File: src/rtl/dbg_entry_pkg.sv
package dbg_entry_pkg;
  localparam int ILVL_W = 4;
  localparam int LVL_W  = 3;

  typedef enum logic [3:0] {
    EXC_NONE  = 4'd0,
    EXC_DEBUG = 4'd9
  } exc_code_e;
endpackage

File: src/rtl/dbg_entry_gate.sv
module dbg_entry_gate
  import dbg_entry_pkg::*;
#(
  parameter int DBG_LVL = 6
) (
  input  logic              req_i,
  input  logic [ILVL_W-1:0] ilvl_i,
  output logic              take_o
);
  localparam logic [ILVL_W-1:0] DbgLvl = ILVL_W'(DBG_LVL);

  assign take_o = req_i && (ilvl_i < DbgLvl);
endmodule

File: src/rtl/dbg_ps_rewrite.sv
module dbg_ps_rewrite
  import dbg_entry_pkg::*;
#(
  parameter int PS_W     = 32,
  parameter int DBG_LVL  = 6,
  parameter int EXCM_BIT = 4
) (
  input  logic [PS_W-1:0] ps_i,
  output logic [PS_W-1:0] ps_o
);
  localparam logic [ILVL_W-1:0] DbgLvl = ILVL_W'(DBG_LVL);

  always_comb begin
    ps_o               = ps_i;
    ps_o[ILVL_W-1:0]   = DbgLvl;
    ps_o[EXCM_BIT]     = 1'b1;
  end
endmodule

File: src/rtl/dbg_save_file.sv
module dbg_save_file
  import dbg_entry_pkg::*;
#(
  parameter int W        = 32,
  parameter int DEPTH    = 7,
  parameter int BASE_LVL = 1
) (
  input  logic             clk_i,
  input  logic             rst_ni,
  input  logic             we_i,
  input  logic [LVL_W-1:0] wr_lvl_i,
  input  logic [W-1:0]     wdata_i,
  input  logic [LVL_W-1:0] rd_lvl_i,
  output logic [W-1:0]     rdata_o
);
  logic [W-1:0] slot_q [DEPTH];

  for (genvar g = 0; g < DEPTH; g++) begin : g_slot
    always_ff @(posedge clk_i or negedge rst_ni) begin
      if (!rst_ni) begin
        slot_q[g] <= '0;
      end else if (we_i && wr_lvl_i == LVL_W'(g + BASE_LVL)) begin
        slot_q[g] <= wdata_i;
      end
    end
  end

  // Out-of-range levels read zero
  always_comb begin
    rdata_o = '0;
    for (int k = 0; k < DEPTH; k++) begin
      if (rd_lvl_i == LVL_W'(k + BASE_LVL)) rdata_o = slot_q[k];
    end
  end
endmodule

File: src/rtl/dbg_entry_ctrl.sv
module dbg_entry_ctrl
  import dbg_entry_pkg::*;
#(
  parameter int PC_W     = 32,
  parameter int PS_W     = 32,
  parameter int CAUSE_W  = 6,
  parameter int NUM_LVL  = 7,
  parameter int DBG_LVL  = 6,
  parameter int EXCM_BIT = 4
) (
  input  logic                                  clk_i,
  input  logic                                  rst_ni,
  input  logic                                  req_i,
  input  logic [PC_W-1:0]                       pc_i,
  input  logic [CAUSE_W-1:0]                    cause_i,
  input  logic [PS_W-1:0]                       ps_i,
  input  logic [3:0]                            rd_sel_i,
  output logic                                  taken_o,
  output logic [PS_W-1:0]                       ps_o,
  output logic [3:0]                            exc_code_o,
  output logic [(PC_W > PS_W ? PC_W : PS_W)-1:0] rd_data_o
);
  localparam int DATA_W = (PC_W > PS_W) ? PC_W : PS_W;
  localparam logic [LVL_W-1:0] WrLvl = LVL_W'(DBG_LVL);

  logic               take;
  logic [PS_W-1:0]    ps_new;
  logic               taken_q;
  logic [PS_W-1:0]    ps_q;
  logic [CAUSE_W-1:0] cause_q;
  logic [PC_W-1:0]    epc_rd;
  logic [PS_W-1:0]    eps_rd;

  dbg_entry_gate #(.DBG_LVL(DBG_LVL)) i_gate (
    .req_i  (req_i),
    .ilvl_i (ps_i[ILVL_W-1:0]),
    .take_o (take)
  );

  dbg_ps_rewrite #(.PS_W(PS_W), .DBG_LVL(DBG_LVL), .EXCM_BIT(EXCM_BIT)) i_ps (
    .ps_i (ps_i),
    .ps_o (ps_new)
  );

  // PC save slots: levels 1..NUM_LVL
  dbg_save_file #(.W(PC_W), .DEPTH(NUM_LVL), .BASE_LVL(1)) i_epc (
    .clk_i    (clk_i),
    .rst_ni   (rst_ni),
    .we_i     (take),
    .wr_lvl_i (WrLvl),
    .wdata_i  (pc_i),
    .rd_lvl_i (rd_sel_i[2:0]),
    .rdata_o  (epc_rd)
  );

  // Status save slots: levels 2..NUM_LVL
  dbg_save_file #(.W(PS_W), .DEPTH(NUM_LVL - 1), .BASE_LVL(2)) i_eps (
    .clk_i    (clk_i),
    .rst_ni   (rst_ni),
    .we_i     (take),
    .wr_lvl_i (WrLvl),
    .wdata_i  (ps_i),
    .rd_lvl_i (rd_sel_i[2:0]),
    .rdata_o  (eps_rd)
  );

  always_ff @(posedge clk_i or negedge rst_ni) begin
    if (!rst_ni) begin
      taken_q <= 1'b0;
      ps_q    <= '0;
      cause_q <= '0;
    end else begin
      taken_q <= take;
      if (take) begin
        ps_q    <= ps_new;
        cause_q <= cause_i;
      end
    end
  end

  assign taken_o    = taken_q;
  assign ps_o       = ps_q;
  assign exc_code_o = taken_q ? EXC_DEBUG : EXC_NONE;

  always_comb begin
    if (rd_sel_i[3]) begin
      rd_data_o = DATA_W'(eps_rd);
    end else if (rd_sel_i[2:0] == '0) begin
      rd_data_o = DATA_W'(cause_q);
    end else begin
      rd_data_o = DATA_W'(epc_rd);
    end
  end
endmodule

File: config.mk
export PLATFORM = sky130hd
export DESIGN_NAME = dbg_entry_ctrl
export DESIGN_NICKNAME = d
export VERILOG_FILES = /design/src/rtl/dbg_entry_pkg.sv /design/src/rtl/dbg_entry_gate.sv /design/src/rtl/dbg_ps_rewrite.sv /design/src/rtl/dbg_save_file.sv /design/src/rtl/dbg_entry_ctrl.sv
export SDC_FILE = /design/constraint.sdc
export NUM_CORES = 1
export LEC_CHECK = 0
export ABC_AREA = 1
export BUFFER_PORTS_ARGS = -buffer_cell sky130_fd_sc_hd__buf_4
export CAP_MARGIN = 0
export CORE_MARGIN = 3
export CORE_UTILIZATION = 45
export DETAILED_ROUTE_END_ITERATION = 10
export PLACE_DENSITY = 0.77
export SYNTH_ARGS = -nofsm -noshare
export SYNTH_HDL_FRONTEND = slang
export SYNTH_SLANG_ARGS = --single-unit
File: constraint.sdc
create_clock -name clk_i -period 1.5 [get_ports clk_i]
set_clock_uncertainty 0.1 [all_clocks]
set_input_delay 0 -clock clk_i [delete_from_list [all_inputs] [get_ports clk_i]]
set_output_delay 0 -clock clk_i [all_outputs]
set_load 0.02 [all_outputs]
### Word-level counts from Yosys, hierarchy flattened

Index checks and enable logic that the tools add are counted.

* word-level logic and storage cells: 17
* memories: 0
* input port bits: 77
* bits in read-only memories: 0
* register bits after elaboration: 101
* latch bits: 0
* bits in writable memories: 0

* magnitude comparators: 1
* div/mod/pow operators: 0
* multipliers: 0
* multiplexer cells: 7
* equality and inequality tests: 2
* reductions and logical operators: 2
* shift operators: 0
* $add $sub $neg: 0
* bitwise gates (word level): 0

Operators by type and width (number)
* 2-to-1 mux 32 bit: 6
* equality test 3 bit, second input constant: 2
* < comparator 4 x 3 -> 1 bit, second input constant: 1
* 2-to-1 mux 4 bit: 1
* logical NOT 3 bit: 1
* logical AND 1 bit: 1

### Longest topological paths before layout

* depth after elaboration: 5
* depth in mapped cells: 8
* gate-level depth less buffers: 6

### Hierarchy

From an unflattened synthesis, not the netlist that was laid out.

* cell total of the unflattened synthesis: 2484
* area, all modules: 20931.3 µm²

By module, submodules not included
* dbg_save_file at i_epc: instances 1, sequential area each 5605.4 µm², area each 9990.8 µm², cells each 1194
* dbg_save_file at i_eps: instances 1, sequential area each 4804.6 µm², area each 8494.4 µm², cells each 1023
* dbg_entry_ctrl: instances 1, sequential area each 975.9 µm², area each 2179.6 µm², cells each 228
* dbg_ps_rewrite: instances 1, sequential area each 0.0 µm², area each 247.7 µm², cells each 34
* dbg_entry_gate: instances 1, sequential area each 0.0 µm², area each 18.8 µm², cells each 5

### Worst setup path after synthesis

No wires, ideal clock.

* kind: reg-to-reg
* start point: register, netlist name ps_o[4]
* end point: register ps_q[4] (netlist: ps_o[4])
* setup slack: 517 ps
* data required time: 1273 ps
* stages on the path, launching flop included: 2
* data arrival time: 755 ps
* setup time: 127 ps
* period minus slack after synthesis: 983 ps
* cell sequence: dfrtp_1 -> or2_2

RTL lines
* end signal, assigned: line dbg_entry_ctrl.sv:75 `ps_q <= ps_new;`
* end, declared: line dbg_entry_ctrl.sv:29 `logic [PS_W-1:0] ps_q;`

### Worst setup path after layout

* start point: input port ps_i[1]
* end point: register i_epc.slot_q[33] (netlist bit)

* word-level cells in the longest chain between the ends: 2

RTL lines
* start, declared: line dbg_entry_ctrl.sv:16 `input logic [PS_W-1:0] ps_i,`
* < comparator 4 x 3 -> 1 bit: line dbg_entry_gate.sv:12 `assign take_o = req_i && (ilvl_i < DbgLvl);`
* logical AND 1 bit: line dbg_entry_gate.sv:12
* end signal, assigned by index: line dbg_save_file.sv:23 `slot_q[g] <= wdata_i;`
* end, declared: line dbg_save_file.sv:16 `logic [W-1:0] slot_q [DEPTH];`

Every way passes these cells.
A chain may end at the register's enable or synchronous reset.

==> Flow_metrics.wiki <==
{| class="wikitable"
! Metric !! Value
|-
| Core Area || 7930 um^2
|-
| Final setup vio count || 0
|-
| Most prevalent standard cell on the critical path || nand2_1
|-
| Part of the Yosys area used for sequential elements || 0.478
|-
| Data arrival time at the worst-slack endpoint || 1370 ps
|-
| HPWL after detailed placement || 6.57 mm
|-
| Ant. Diodes || 0
|-
| Share of the clock period used by the worst path || 0.846
|-
| Gate Count Post-Synth || 533
|-
| Finished Cell Area || 5570 um^2
|-
| Min-delay worst type || in2reg
|-
| Number of clock sinks seen by CTS || 72
|-
| Filler cell count in the final layout || 621
|-
| Total die area || 9510 um^2
|-
| DR iter-0 viols || 147
|-
| Number of synthesized register bits || 72
|-
| Crit start category || input port
|-
| Slowest Stage Delay on Critical Path || 530 ps
|-
| DRT Pass-1 Iters || 4
|-
| Tmin final || 1270 ps
|-
| Clock-pin slew of the registers on the worst-case setup and hold paths || 70 ps
|-
| Routed via count || 3,755
|-
| Instance area at placement || 4660 um^2
|-
| Average size of a mapped cell || 7.07 um^2
|-
| Data required time of the worst path || 1600 ps
|-
| Number of unique standard cell types used by synthesis || 16
|-
| Final hold violation count || 0
|-
| Number of vias per cell || 4.62
|-
| Layout net count || 783
|-
| Critical path's slowest cell || dlygate4sd3_1
|-
| Chip height || 97.5 um
|-
| CTS H-tree depth || 3
|-
| Clock buffers created by TritonCTS || 9
|-
| Worst vdd ir || 0.523 mV
|-
| Ordered cell list for the critical path || dlygate4sd3_1, buf_4, nand2_1, nand2_1, nor2_4, buf_12, o21ai_0
|-
| Outcome || complete, no violations
|-
| Achievable frequency || 788 MHz
|-
| Hold_ws || 25.2 ps
|-
| Num ports || 146
|-
| P&R area growth vs syn || 47.6%
|-
| Row count || 32
|-
| Commonest non-fill, non-tap cell in the layout || nand2_1
|-
| Count of yosys warnings during synthesis || 0
|-
| Max capacitance violation total || 0
|-
| PortBufs || 141
|-
| Library cell used as clock root buffer || clkbuf_8
|-
| Width of the die || 97.5 um
|-
| Via count of the first global-routing pass || 3,717
|-
| DRC errors left || 0
|-
| Antenna violations before repair || 0
|-
| Number of antenna-violating nets in the routed design || 0
|-
| CTS tree || yes
|-
| Critical Setup Path Class || in2reg
|-
| Most frequent cells in the layout || 331 x nand2_1, 147 x buf_4, 72 x dfrtp_1
|-
| Routed wirelength normalized by instance count || 12.8 um
|-
| Worst Setup End Kind || flop
|-
| CP max FO || 62
|-
| PwrDens || 957 nW/um^2
|-
| Global router's overall resource usage || 0.221
|-
| Clk Latency, worst-skew pair || 320 ps
|-
| Fraction of layout cells with a size suffix above 1 || 0.236
|-
| GR Overflow Total || 0
|-
| Setup TNS || 0 ps
|-
| Wire length after detailed routing || 10.4 mm
|-
| First-pass GRT wire length || 17.5 mm
|-
| RD Place Congestion || 0.862
|-
| Post-synth design cell area || 3770 um^2
|-
| Number of slew-limit violations in the final report || 0
|-
| Number of buffers on the longest clock path || 2
|-
| Pin count of the biggest net entering global routing || 63
|-
| Starting density of the core || 0.476
|-
| Total power after layout || 5.32 mW
|-
| Leakage power summed over all cells || 3.32 nW
|-
| Unrepaired setup endpoints after global routing || no
|}
-- path summary, 6_finish.rpt --
check	from	end	slack [ps]	cells after the start
min in group asynchronous	rst_ni	taken_o$_DFF_PN0_	70	2
max in group asynchronous	rst_ni	i_epc.slot_q[32]$_DFFE_PN0P_	660	3
setup / recovery	ps_i[1]	i_epc.slot_q[33]$_DFFE_PN0P_	230	7
hold / removal	req_i	i_eps.slot_q[38]$_DFFE_PN0P_	30	4
hold reg to reg	i_epc.slot_q[57]$_DFFE_PN0P_	i_epc.slot_q[57]$_DFFE_PN0P_	390	2
setup reg to reg	ps_o[4]$_DFFE_PN0P_	ps_o[4]$_DFFE_PN0P_	580	1
-- area by class of cell --
class / instances / area, um^2 / area share
timing repair buffer: 221 / 1870 / 0.337
clock buffer: 13 / 159 / 0.0286
sequential: 72 / 1800 / 0.324
tap: 102 / 128 / 0.0229
clock inverter: 3 / 40.0 / 0.00719
inverter: 42 / 158 / 0.0283
multi-input combinational: 360 / 1410 / 0.252
-- flip-flops by register name, indices dropped and copies added (netlist names) --
signal,cells
ps_o,1
i_eps.slot_q,32
i_epc.slot_q,32
cause_q,6
taken_o,1
-- where the power goes --
group	total, mW	switching [mW]	leakage [nW]	internal (mW)
registers	2.42	0.192	0.892	2.23
clock network	1.54	0.687	0.103	0.857
logic	1.36	0.716	2.33	0.647
total	5.32	1.59	3.32	3.73
-- critical path, delay by kind of cell --
family	cells	cell delay, ps
buffers and inverters	3	930
AOI/OAI and AO/OA	1	120
and+or+nand+nor	3	280
-- logic make-up (layout without fill, tap and decap cells) --
family	Yosys count	count (layout)	synth area share
AO/OA/AOI/OAI	6	6	0.00797
buffers and inverters	104	279	0.152
flip-flops	72	72	0.478
other	1	4	0.000995
AND/OR/NAND/NOR	350	350	0.361
-- timing repair --
| action | 4_1_cts | 5_1_grt |
|---|---|---|
| hold endpoints to repair | 142 | 0 |
| hold buffers | 71 | 0 |
| buffers inserted | 0 | 0 |
| resized for setup | 0 | 0 |
-- cells in the mapped netlist (all sizes together) --
library cell,count,share of area
nand4,6,0.010
inv,42,0.042
dfrtp,72,0.48
conb,1,0.00099
clkbuf,3,0.0030
o21ai,6,0.0080
buf,59,0.11
or2,1,0.0017
nor2,4,0.0080
nand3,6,0.0080
nand2,332,0.33
nand3b,1,0.0020
-- per-layer routing --
metal	vias to the layer above	global-route usage	routed length, um
li1	1868	-	-
met1	1719	0.279	4320
met2	146	0.385	5310
met3	22	0.0424	598
met4	0	0.0660	211
met5	-	0	0
-- metrics by stage --
step | setup slack, ps | instances | utilization
2_1_floorplan | 517 | 536 | -
3_3_place_gp | 467 | 726 | 0.587
3_5_place_dp | 436 | 726 | 0.587
4_1_cts | 216 | 813 | 0.702
5_1_grt | 111 | 813 | 0.702
6_report | 231 | 813 | 0.702
Note: power is estimated with default switching activity, not from simulation.
